`src/rtl/simd_stat_pkg.sv`:
```
package simd_stat_pkg;
  localparam int unsigned F_SUMOV = 0;
  localparam int unsigned F_OV    = 1;
  localparam int unsigned F_GUARD = 2;
  localparam int unsigned F_XPREC = 3;
  localparam int unsigned F_INV   = 4;
  localparam int unsigned F_DBZ   = 5;
  localparam int unsigned F_UNF   = 6;
  localparam int unsigned F_OVF   = 7;
  localparam int unsigned N_CAT   = 4;  // inv, dbz, unf, ovf at F_INV+k

  typedef enum logic [1:0] {
    UPD_NONE = 2'd0,
    UPD_WR   = 2'd1,
    UPD_SET  = 2'd2,
    UPD_OV   = 2'd3
  } upd_sel_e;
endpackage

```
`src/rtl/simd_stat_filter.sv`:
```
module simd_stat_filter
  import simd_stat_pkg::*;
#(
  parameter int unsigned W         = 32,
  parameter int unsigned LO_BASE   = 0,
  parameter int unsigned HI_BASE   = 8,
  parameter int unsigned STK_INX   = 16,
  parameter int unsigned STK_DBZ   = 17,
  parameter logic [W-1:0] RSVD_MASK = 32'h3E0C_0000
) (
  input  logic [W-1:0] raw_i,
  output logic [W-1:0] filt_o
);
  logic inx_any, dbz_any;

  always_comb begin
    inx_any = raw_i[LO_BASE+F_GUARD] | raw_i[LO_BASE+F_XPREC] |
              raw_i[HI_BASE+F_GUARD] | raw_i[HI_BASE+F_XPREC];
    dbz_any = raw_i[LO_BASE+F_DBZ] | raw_i[HI_BASE+F_DBZ];
    filt_o  = raw_i & ~RSVD_MASK;
    if (inx_any) filt_o[STK_INX] = 1'b1;
    if (dbz_any) filt_o[STK_DBZ] = 1'b1;
  end
endmodule

```
`src/rtl/simd_stat_ovmerge.sv`:
```
module simd_stat_ovmerge
  import simd_stat_pkg::*;
#(
  parameter int unsigned W       = 32,
  parameter int unsigned LO_BASE = 0,
  parameter int unsigned HI_BASE = 8
) (
  input  logic [W-1:0] cur_i,
  input  logic         ov_lo_i,
  input  logic         ov_hi_i,
  output logic [W-1:0] next_o
);
  localparam int unsigned NL = 2;
  logic [NL-1:0] ov_v;
  assign ov_v = {ov_hi_i, ov_lo_i};

  always_comb begin
    next_o = cur_i;
    for (int l = 0; l < NL; l++) begin
      // summary bit only ever set here, never cleared
      if (ov_v[l]) begin
        next_o[(l == 0 ? LO_BASE : HI_BASE) + F_OV]    = 1'b1;
        next_o[(l == 0 ? LO_BASE : HI_BASE) + F_SUMOV] = 1'b1;
      end else begin
        next_o[(l == 0 ? LO_BASE : HI_BASE) + F_OV]    = 1'b0;
      end
    end
  end
endmodule

```
`src/rtl/simd_stat_excreq.sv`:
```
module simd_stat_excreq
  import simd_stat_pkg::*;
(
  input  logic [N_CAT-1:0] lo_flag_i,
  input  logic [N_CAT-1:0] hi_flag_i,
  input  logic [N_CAT-1:0] cat_en_i,
  input  logic             inx_en_i,
  output logic [N_CAT-1:0] exc_o
);
  for (genvar k = 0; k < N_CAT; k++) begin : g_cat
    assign exc_o[k] = (lo_flag_i[k] | hi_flag_i[k]) & (cat_en_i[k] | inx_en_i);
  end
endmodule

```
`src/rtl/simd_stat_reg.sv`:
```
module simd_stat_reg
  import simd_stat_pkg::*;
#(
  parameter int unsigned W           = 32,
  parameter int unsigned LO_BASE     = 0,
  parameter int unsigned HI_BASE     = 8,
  parameter int unsigned STK_INX     = 16,
  parameter int unsigned STK_DBZ     = 17,
  parameter int unsigned EN_INX      = 20,
  parameter int unsigned EN_CAT_BASE = 21,
  parameter logic [W-1:0] RSVD_MASK  = 32'h3E0C_0000
) (
  input  logic             clk_i,
  input  logic             rst_ni,
  input  logic             wr_en_i,
  input  logic [W-1:0]     wr_data_i,
  input  logic             set_en_i,
  input  logic [W-1:0]     set_bits_i,
  input  logic             ov_upd_i,
  input  logic             ov_lo_i,
  input  logic             ov_hi_i,
  output logic [W-1:0]     csr_o,
  output logic [N_CAT-1:0] exc_req_o
);
  logic [W-1:0] csr_q, ov_raw, raw, filt;
  upd_sel_e     sel;

  simd_stat_ovmerge #(.W(W), .LO_BASE(LO_BASE), .HI_BASE(HI_BASE)) u_ov (
    .cur_i  (csr_q),
    .ov_lo_i(ov_lo_i),
    .ov_hi_i(ov_hi_i),
    .next_o (ov_raw)
  );

  always_comb begin
    if (wr_en_i)       sel = UPD_WR;
    else if (set_en_i) sel = UPD_SET;
    else if (ov_upd_i) sel = UPD_OV;
    else               sel = UPD_NONE;
    unique case (sel)
      UPD_WR:  raw = wr_data_i;
      UPD_SET: raw = csr_q | set_bits_i;
      UPD_OV:  raw = ov_raw;
      default: raw = csr_q;
    endcase
  end

  simd_stat_filter #(
    .W(W), .LO_BASE(LO_BASE), .HI_BASE(HI_BASE),
    .STK_INX(STK_INX), .STK_DBZ(STK_DBZ), .RSVD_MASK(RSVD_MASK)
  ) u_filt (
    .raw_i (raw),
    .filt_o(filt)
  );

  always_ff @(posedge clk_i or negedge rst_ni) begin
    if (!rst_ni)               csr_q <= '0;
    else if (sel != UPD_NONE)  csr_q <= filt;
  end

  assign csr_o = csr_q;

  logic [N_CAT-1:0] lo_flag, hi_flag, cat_en;
  for (genvar k = 0; k < N_CAT; k++) begin : g_slice
    assign lo_flag[k] = csr_q[LO_BASE + F_INV + k];
    assign hi_flag[k] = csr_q[HI_BASE + F_INV + k];
    assign cat_en[k]  = csr_q[EN_CAT_BASE + k];
  end

  simd_stat_excreq u_exc (
    .lo_flag_i(lo_flag),
    .hi_flag_i(hi_flag),
    .cat_en_i (cat_en),
    .inx_en_i (csr_q[EN_INX]),
    .exc_o    (exc_req_o)
  );

  AST_RSVD_ZERO: assert property (@(posedge clk_i) disable iff (!rst_ni)
    (csr_q & RSVD_MASK) == '0);
  AST_STICKY_INX: assert property (@(posedge clk_i) disable iff (!rst_ni)
    (csr_q[LO_BASE+F_GUARD] | csr_q[LO_BASE+F_XPREC] |
     csr_q[HI_BASE+F_GUARD] | csr_q[HI_BASE+F_XPREC]) |-> csr_q[STK_INX]);
  AST_STICKY_DBZ: assert property (@(posedge clk_i) disable iff (!rst_ni)
    (csr_q[LO_BASE+F_DBZ] | csr_q[HI_BASE+F_DBZ]) |-> csr_q[STK_DBZ]);
  AST_SET_KEEPS: assert property (@(posedge clk_i) disable iff (!rst_ni)
    (set_en_i && !wr_en_i) |=> ((csr_q & $past(csr_q)) == $past(csr_q)));
  AST_OV_LO_SET: assert property (@(posedge clk_i) disable iff (!rst_ni)
    (ov_upd_i && !wr_en_i && !set_en_i && ov_lo_i)
      |=> (csr_q[LO_BASE+F_OV] && csr_q[LO_BASE+F_SUMOV]));
  AST_OV_LO_CLR: assert property (@(posedge clk_i) disable iff (!rst_ni)
    (ov_upd_i && !wr_en_i && !set_en_i && !ov_lo_i)
      |=> (!csr_q[LO_BASE+F_OV] && $stable(csr_q[LO_BASE+F_SUMOV])));
  AST_OV_HI_SET: assert property (@(posedge clk_i) disable iff (!rst_ni)
    (ov_upd_i && !wr_en_i && !set_en_i && ov_hi_i)
      |=> (csr_q[HI_BASE+F_OV] && csr_q[HI_BASE+F_SUMOV]));
  AST_EXC_ENABLED: assert property (@(posedge clk_i) disable iff (!rst_ni)
    (|exc_req_o) |-> (csr_q[EN_INX] | (|cat_en)));
  AST_HOLD_IDLE: assert property (@(posedge clk_i) disable iff (!rst_ni)
    (!wr_en_i && !set_en_i && !ov_upd_i) |=> $stable(csr_q));
endmodule

```
`config.mk`:
```
export PLATFORM = sky130hd
export DESIGN_NAME = simd_stat_reg
export DESIGN_NICKNAME = d
export VERILOG_FILES = /design/src/rtl/simd_stat_pkg.sv /design/src/rtl/simd_stat_filter.sv /design/src/rtl/simd_stat_ovmerge.sv /design/src/rtl/simd_stat_excreq.sv /design/src/rtl/simd_stat_reg.sv
export SDC_FILE = /design/constraint.sdc
export NUM_CORES = 1
export LEC_CHECK = 0
export ABC_CLOCK_PERIOD_IN_PS = 1700
export CAP_MARGIN = 20
export CORE_ASPECT_RATIO = 0.8
export CORE_MARGIN = 1.5
export CORE_UTILIZATION = 37
export CTS_CLUSTER_DIAMETER = 150
export DETAILED_ROUTE_END_ITERATION = 10
export GPL_ROUTABILITY_DRIVEN = 0
export PLACE_DENSITY = 0.8
export SKIP_LAST_GASP = 1
export SYNTH_ARGS = -nofsm -noshare
export SYNTH_HDL_FRONTEND = slang
export SYNTH_SLANG_ARGS = --single-unit
export TNS_END_PERCENT = 1
```
`constraint.sdc`:
```
create_clock -name clk_i -period 1.7 [get_ports clk_i]
set_input_delay 0.34 -clock clk_i [delete_from_list [all_inputs] [get_ports clk_i]]
set_output_delay 0.34 -clock clk_i [all_outputs]
set_load 0.02 [all_outputs]
```
After elaboration in Yosys (flattened, before gate mapping)
Cells that the tools add are included.
W data, S select, Z words.
{ "op_classes": {"n_reduce_logical": 11, "n_eq_ne": 7, "n_bitwise": 18, "mux": 10} }
{ "op_table": {"columns": ["cell", "count"], "rows": [
  ["$pmux W32 S3", 1],
  ["$or A32 B32 Y32", 1],
  ["$reduce_and A3 Y1", 5],
  ["$or A1 B1 Y1", 12],
  ["$reduce_bool A3 Y1", 3],
  ["$mux W1", 6],
  ["$mux W2", 3],
  ["$and A1 B1 Y1", 4],
  ["$eq A2 B2 Y1 const B", 2],
  ["$ne A2 B1 Y1 const B", 2],
  ["$ne A2 B2 Y1 const B", 2],
  ["$reduce_bool A2 Y1", 2],
  ["$eq A2 B1 Y1 const B", 1],
  ["$reduce_and A2 Y1", 1],
  ["$not A1 Y1", 1]
]} }
{ "totals": {"regBits": 25, "inputBits": 71, "word_cells": 53, "out_inout_bits": 36} }

Longest topological paths before layout
{ "depth": {"ltp_word": 10, "depth_mapped": 10, "mapped_depth_nobuf": 8} }

Modules after synthesis
Synthesis repeated with hierarchy kept, for this count alone.
{ "hier_totals": {"cells_unflattened": 287, "area_unflattened_um2": 2631.3} }
{ "modules_own_cells": {"columns": ["mod", "cells_each", "seq_area_each_um2", "n_inst", "area_per_inst_um2"], "rows": [
  ["simd_stat_reg", 216, 800.8, 1, 2108.3],
  ["simd_stat_filter", 35, 0.0, 1, 247.7],
  ["simd_stat_ovmerge", 32, 0.0, 1, 237.7],
  ["simd_stat_excreq", 4, 0.0, 1, 37.5]
]} }

Least setup slack after synthesis
Ideal clock, no wire load.
{ "synth_timing": {"path_kind": "input-to-reg", "start": "input port set_en_i", "end": "register csr_q[16] (netlist: csr_o[16])", "setup_slack_ns": -0.246, "arrival_time_ns": 1.822, "stages": 8, "n_path_buf": 0, "setup_time_ns": 0.124, "required_ns": 1.576, "cell_sequence": "inv_1 > a21oi_1 > inv_1 > ha_1 > a211oi_1 > a211oi_1 > or4_1 > a2bb2oi_1"} }
{ "synth_via": {"elab_chain_cells": 9, "elab_cells_between_ends": 14, "cone_classes": "4 x eq/ne; 4 x mux; 3 x bitwise; 3 x reduce/logical"} }
{ "synth_lines": {"columns": ["item", "line_no", "source"], "rows": [
  ["start: declaration", "simd_stat_reg.sv:17", "input logic set_en_i,"],
  ["$mux W2 (*)", "simd_stat_reg.sv:37", "else if (set_en_i) sel = UPD_SET;"],
  ["$mux W2 (*)", "simd_stat_reg.sv:36", "if (wr_en_i) sel = UPD_WR;"],
  ["$eq A2 B2 Y1 / $eq A2 B1 Y1 (equally long branches)", "simd_stat_reg.sv:40", "unique case (sel)"],
  ["$pmux W32 S3", "simd_stat_reg.sv:40", null],
  ["$or A1 B1 Y1 (2 in a row)", "simd_stat_filter.sv:17", "inx_any = raw_i[LO_BASE+F_GUARD] | raw_i[LO_BASE+F_XPREC] |"],
  ["$or A1 B1 Y1", "simd_stat_filter.sv:18", "raw_i[HI_BASE+F_GUARD] | raw_i[HI_BASE+F_XPREC];"],
  ["$ne A2 B1 Y1 (no source line) / $reduce_bool A3 Y1 (equally long branches)", null, null],
  ["$reduce_and A3 Y1 (no source line)", null, null],
  ["end signal: assignment", "simd_stat_reg.sv:58", "else if (sel != UPD_NONE) csr_q <= filt;"],
  ["end: declaration", "simd_stat_reg.sv:25", "logic [W-1:0] csr_q, ov_raw, raw, filt;"]
]} }
Every way passes the cells marked *; elsewhere a longest branch is shown, timed or not.
A chain may end at the register's enable or synchronous reset.

Worst setup path in the final report
{ "layout_timing": {"start": "register csr_q[20] (netlist: csr_o[20])", "end": "output port exc_req_o[0]"} }
{ "layout_via": {"elab_chain_cells": 2} }
{ "layout_lines": {"columns": ["item", "line_no", "source"], "rows": [
  ["$or A1 B1 Y1", "simd_stat_excreq.sv:11", "assign exc_o[k] = (lo_flag_i[k] | hi_flag_i[k]) & (cat_en_i[k] | inx_en_i);"],
  ["$and A1 B1 Y1", "simd_stat_excreq.sv:11", null],
  ["end: declaration", "simd_stat_reg.sv:23", "output logic [N_CAT-1:0] exc_req_o"]
]} }
No other way between the ends.

==> flow_summary.toml <==
[layout]
finalNetCount = 369
layout-drive-gt1-share_pct = 16.7
post-route-util_pct = 65.7
final_cell_mix = "clkdlybuf4s50_1, a21oi_1, dfrtp_1"
syn_to_final_growth_pct = 68.1
largest_register_ffs = 25
fillerInstances = 382
layout_commonest_cell = "clkdlybuf4s50_1"
n_antenna_cell = 0

[critical_path]
reg2regPathDepth = 4
crit_type = "flip-flop to output port"
worstPathArrival_ps = 1500
worstPathRequired_ps = 1360
start_kind = "flip-flop"
cp-end-kind = "output port"
r2r-end = "csr_o[16]"
r2r_slack_ps = 240
cp_max_fo = 6
rr_startpoint = "csr_o[11]"

[clocking]
max-clock-path-buffers = 2
path_clk_slew_ps = 90
cts-root-buf = "clkbuf_8"
htreeDepth = 1
cts_tree = "built"
clock-sinks = 25
cts_buffers = 3
holdBufCountCts = 0
insertion_delay_ps = 270

[global_route]
grt_pass1_wl_um = 7960
grt_use_total_pct = 20.0
grt_antenna_before_repair = 0
first_global_vias = 1808
grt_max_degree = 26
grt-ovfl-total = 0

[pwr]
p_leak_uw = 0.00121
peakVddDrop_mv = 0.590
power_density_mw_per_mm2 = 807

[drt]
firstDrtPassIters = 5
routed_wirelength_um = 4910
drt_iter0_drc = 66
post_drt_wl_per_cell_um = 14.0
drcViolationCount = 0
via_per_inst = 5.03
vias = 1761
drt.antenna.violating_nets = 0

[synth]
yosysSeqAreaShare_pct = 37.6
synth-simple-area-share_pct = 9.62
avgSynthCellArea_um2 = 8.45
ys_types = 31
synth-edff-count = 0
syn-cell-area_mm2 = 0.00166
async_flop_share_pct = 100
ys.flop_type = "dfrtp_1"
yosys-mux-area-fraction_pct = 0
synth_top_family_by_area = "compound AO/OA/AOI/OAI gates"
synthAdderAreaFrac_pct = 3.01
postSynthCellCount = 197
synth_compound_area_share_pct = 38.4
ys.warnings.count = 0
synthXorXnorAreaFrac_pct = 0
ys_seq_elements = 25

[floorplan]
design.core.area_mm2 = 0.00426
num_rows = 21
initial_core_util_pct = 39.1
pin_count = 107
dieArea_mm2 = 0.00491
die_w_um = 78.0
fp.dieH_um = 63.0

[hold_path]
hold_class = "input port to async pin"

[timing]
setup_viol_count_final = 6
skew_ps = 5.76
setup_slack_ps = -137
period_needed_ps = 1840
final.period_utilization_pct = 108
finalHoldViolations = 0
rsz0062_at_grt = "yes"
fmax_mhz = 544
tns_ps = -514
final_max_slew_viol_count = 0

[job]
maxCapViolCount = 0

[outcome]
outcome = "finished with violations"
violations = "negative setup slack"

[place]
io_buffers = 85
hpwl_um = 3760
## layer usage
layer,global-route usage (%),wire length (µm)
met1,23.9,2060
met2,37.4,2500
met3,4.67,333
met4,2.01,16
met5,0,0
## where the power goes
| part | internal (µW) | switching, µW |
|---|---|---|
| clock | 166 | 196 |
| sequential | 703 | 103 |
| combinational | 579 | 511 |
| total | 1450 | 810 |
## Yosys cell counts (2+ instances only)
cell,instances,area [µm²]
buf_6,2,22.5
a21oi_1,42,210
inv_1,9,33.8
buf_4,11,82.6
a22oi_1,4,30.0
a21o_1,13,97.6
o22a_1,4,35.0
o22ai_1,3,18.8
a211oi_1,6,45.0
o21ai_0,5,25.0
ha_1,4,50.1
clkbuf_1,3,11.3
nor2_1,21,78.8
o21a_1,14,105
buf_2,6,30.0
dfrtp_1,25,626
o21ai_1,2,10.0
nor2b_1,6,37.5
nand2_1,5,18.8
## through the flow
step | hold WS, ps | setup slack, ps | std cells | power, µW | area, µm²
floorplan | 44.4 | -171 | 203 | 1360 | 1750
global placement | 500 | -679 | 342 | 1870 | 2660
detailed placement | 503 | -738 | 342 | 1880 | 2660
CTS | 431 | -162 | 348 | 2270 | 2770
global route | 454 | -187 | 350 | 2380 | 2800
finish | 417 | -137 | 350 | 2260 | 2800
## how the worst max path moves through the flow
stage | depth (start not counted) | slack, ps | end | startpoint
after floorplan | 9 | -170 | csr_o[16] | ov_upd_i
after global placement | 9 | -680 | csr_o[16] | ov_upd_i
after detailed placement | 8 | -740 | csr_o[16] | ov_upd_i
after CTS | 9 | -160 | csr_o[16] | set_en_i
after global routing | 9 | -190 | csr_o[16] | ov_upd_i
final | 2 | -140 | exc_req_o[0] | csr_o[20]
## critical path, cell delays in order, from the launching register on
cell	delay, ps
dfrtp_2	470
o22a_1	210
clkdlybuf4s50_1	550
## repair_timing
action | in CTS | in global routing
setup endpoints to repair | 27 | 20
buffers inserted | 2 | 2
resized for setup | 16 | 14
pin swaps | 11 | 7
endpoints found under the hold margin | 0 | 0
## logic make-up after synthesis
family / after synthesis
compound gates: 99
fa+ha+maj: 4
buf+inv: 32
flops: 25
other cells: 1
simple gates: 36
## final cells by class
class                   instances  area, µm²  share of cell area, %
multi-input cells             146        976                   34.9
flip-flops and latches         25        627                   22.4
clock buffers                   3       41.3                   1.48
inverters                       9       36.3                   1.30
well taps                      57       71.3                   2.55
clock inverters                 1       7.51                  0.268
repair buffers                109       1040                   37.1
Note: power is estimated with default switching activity, not from simulation.
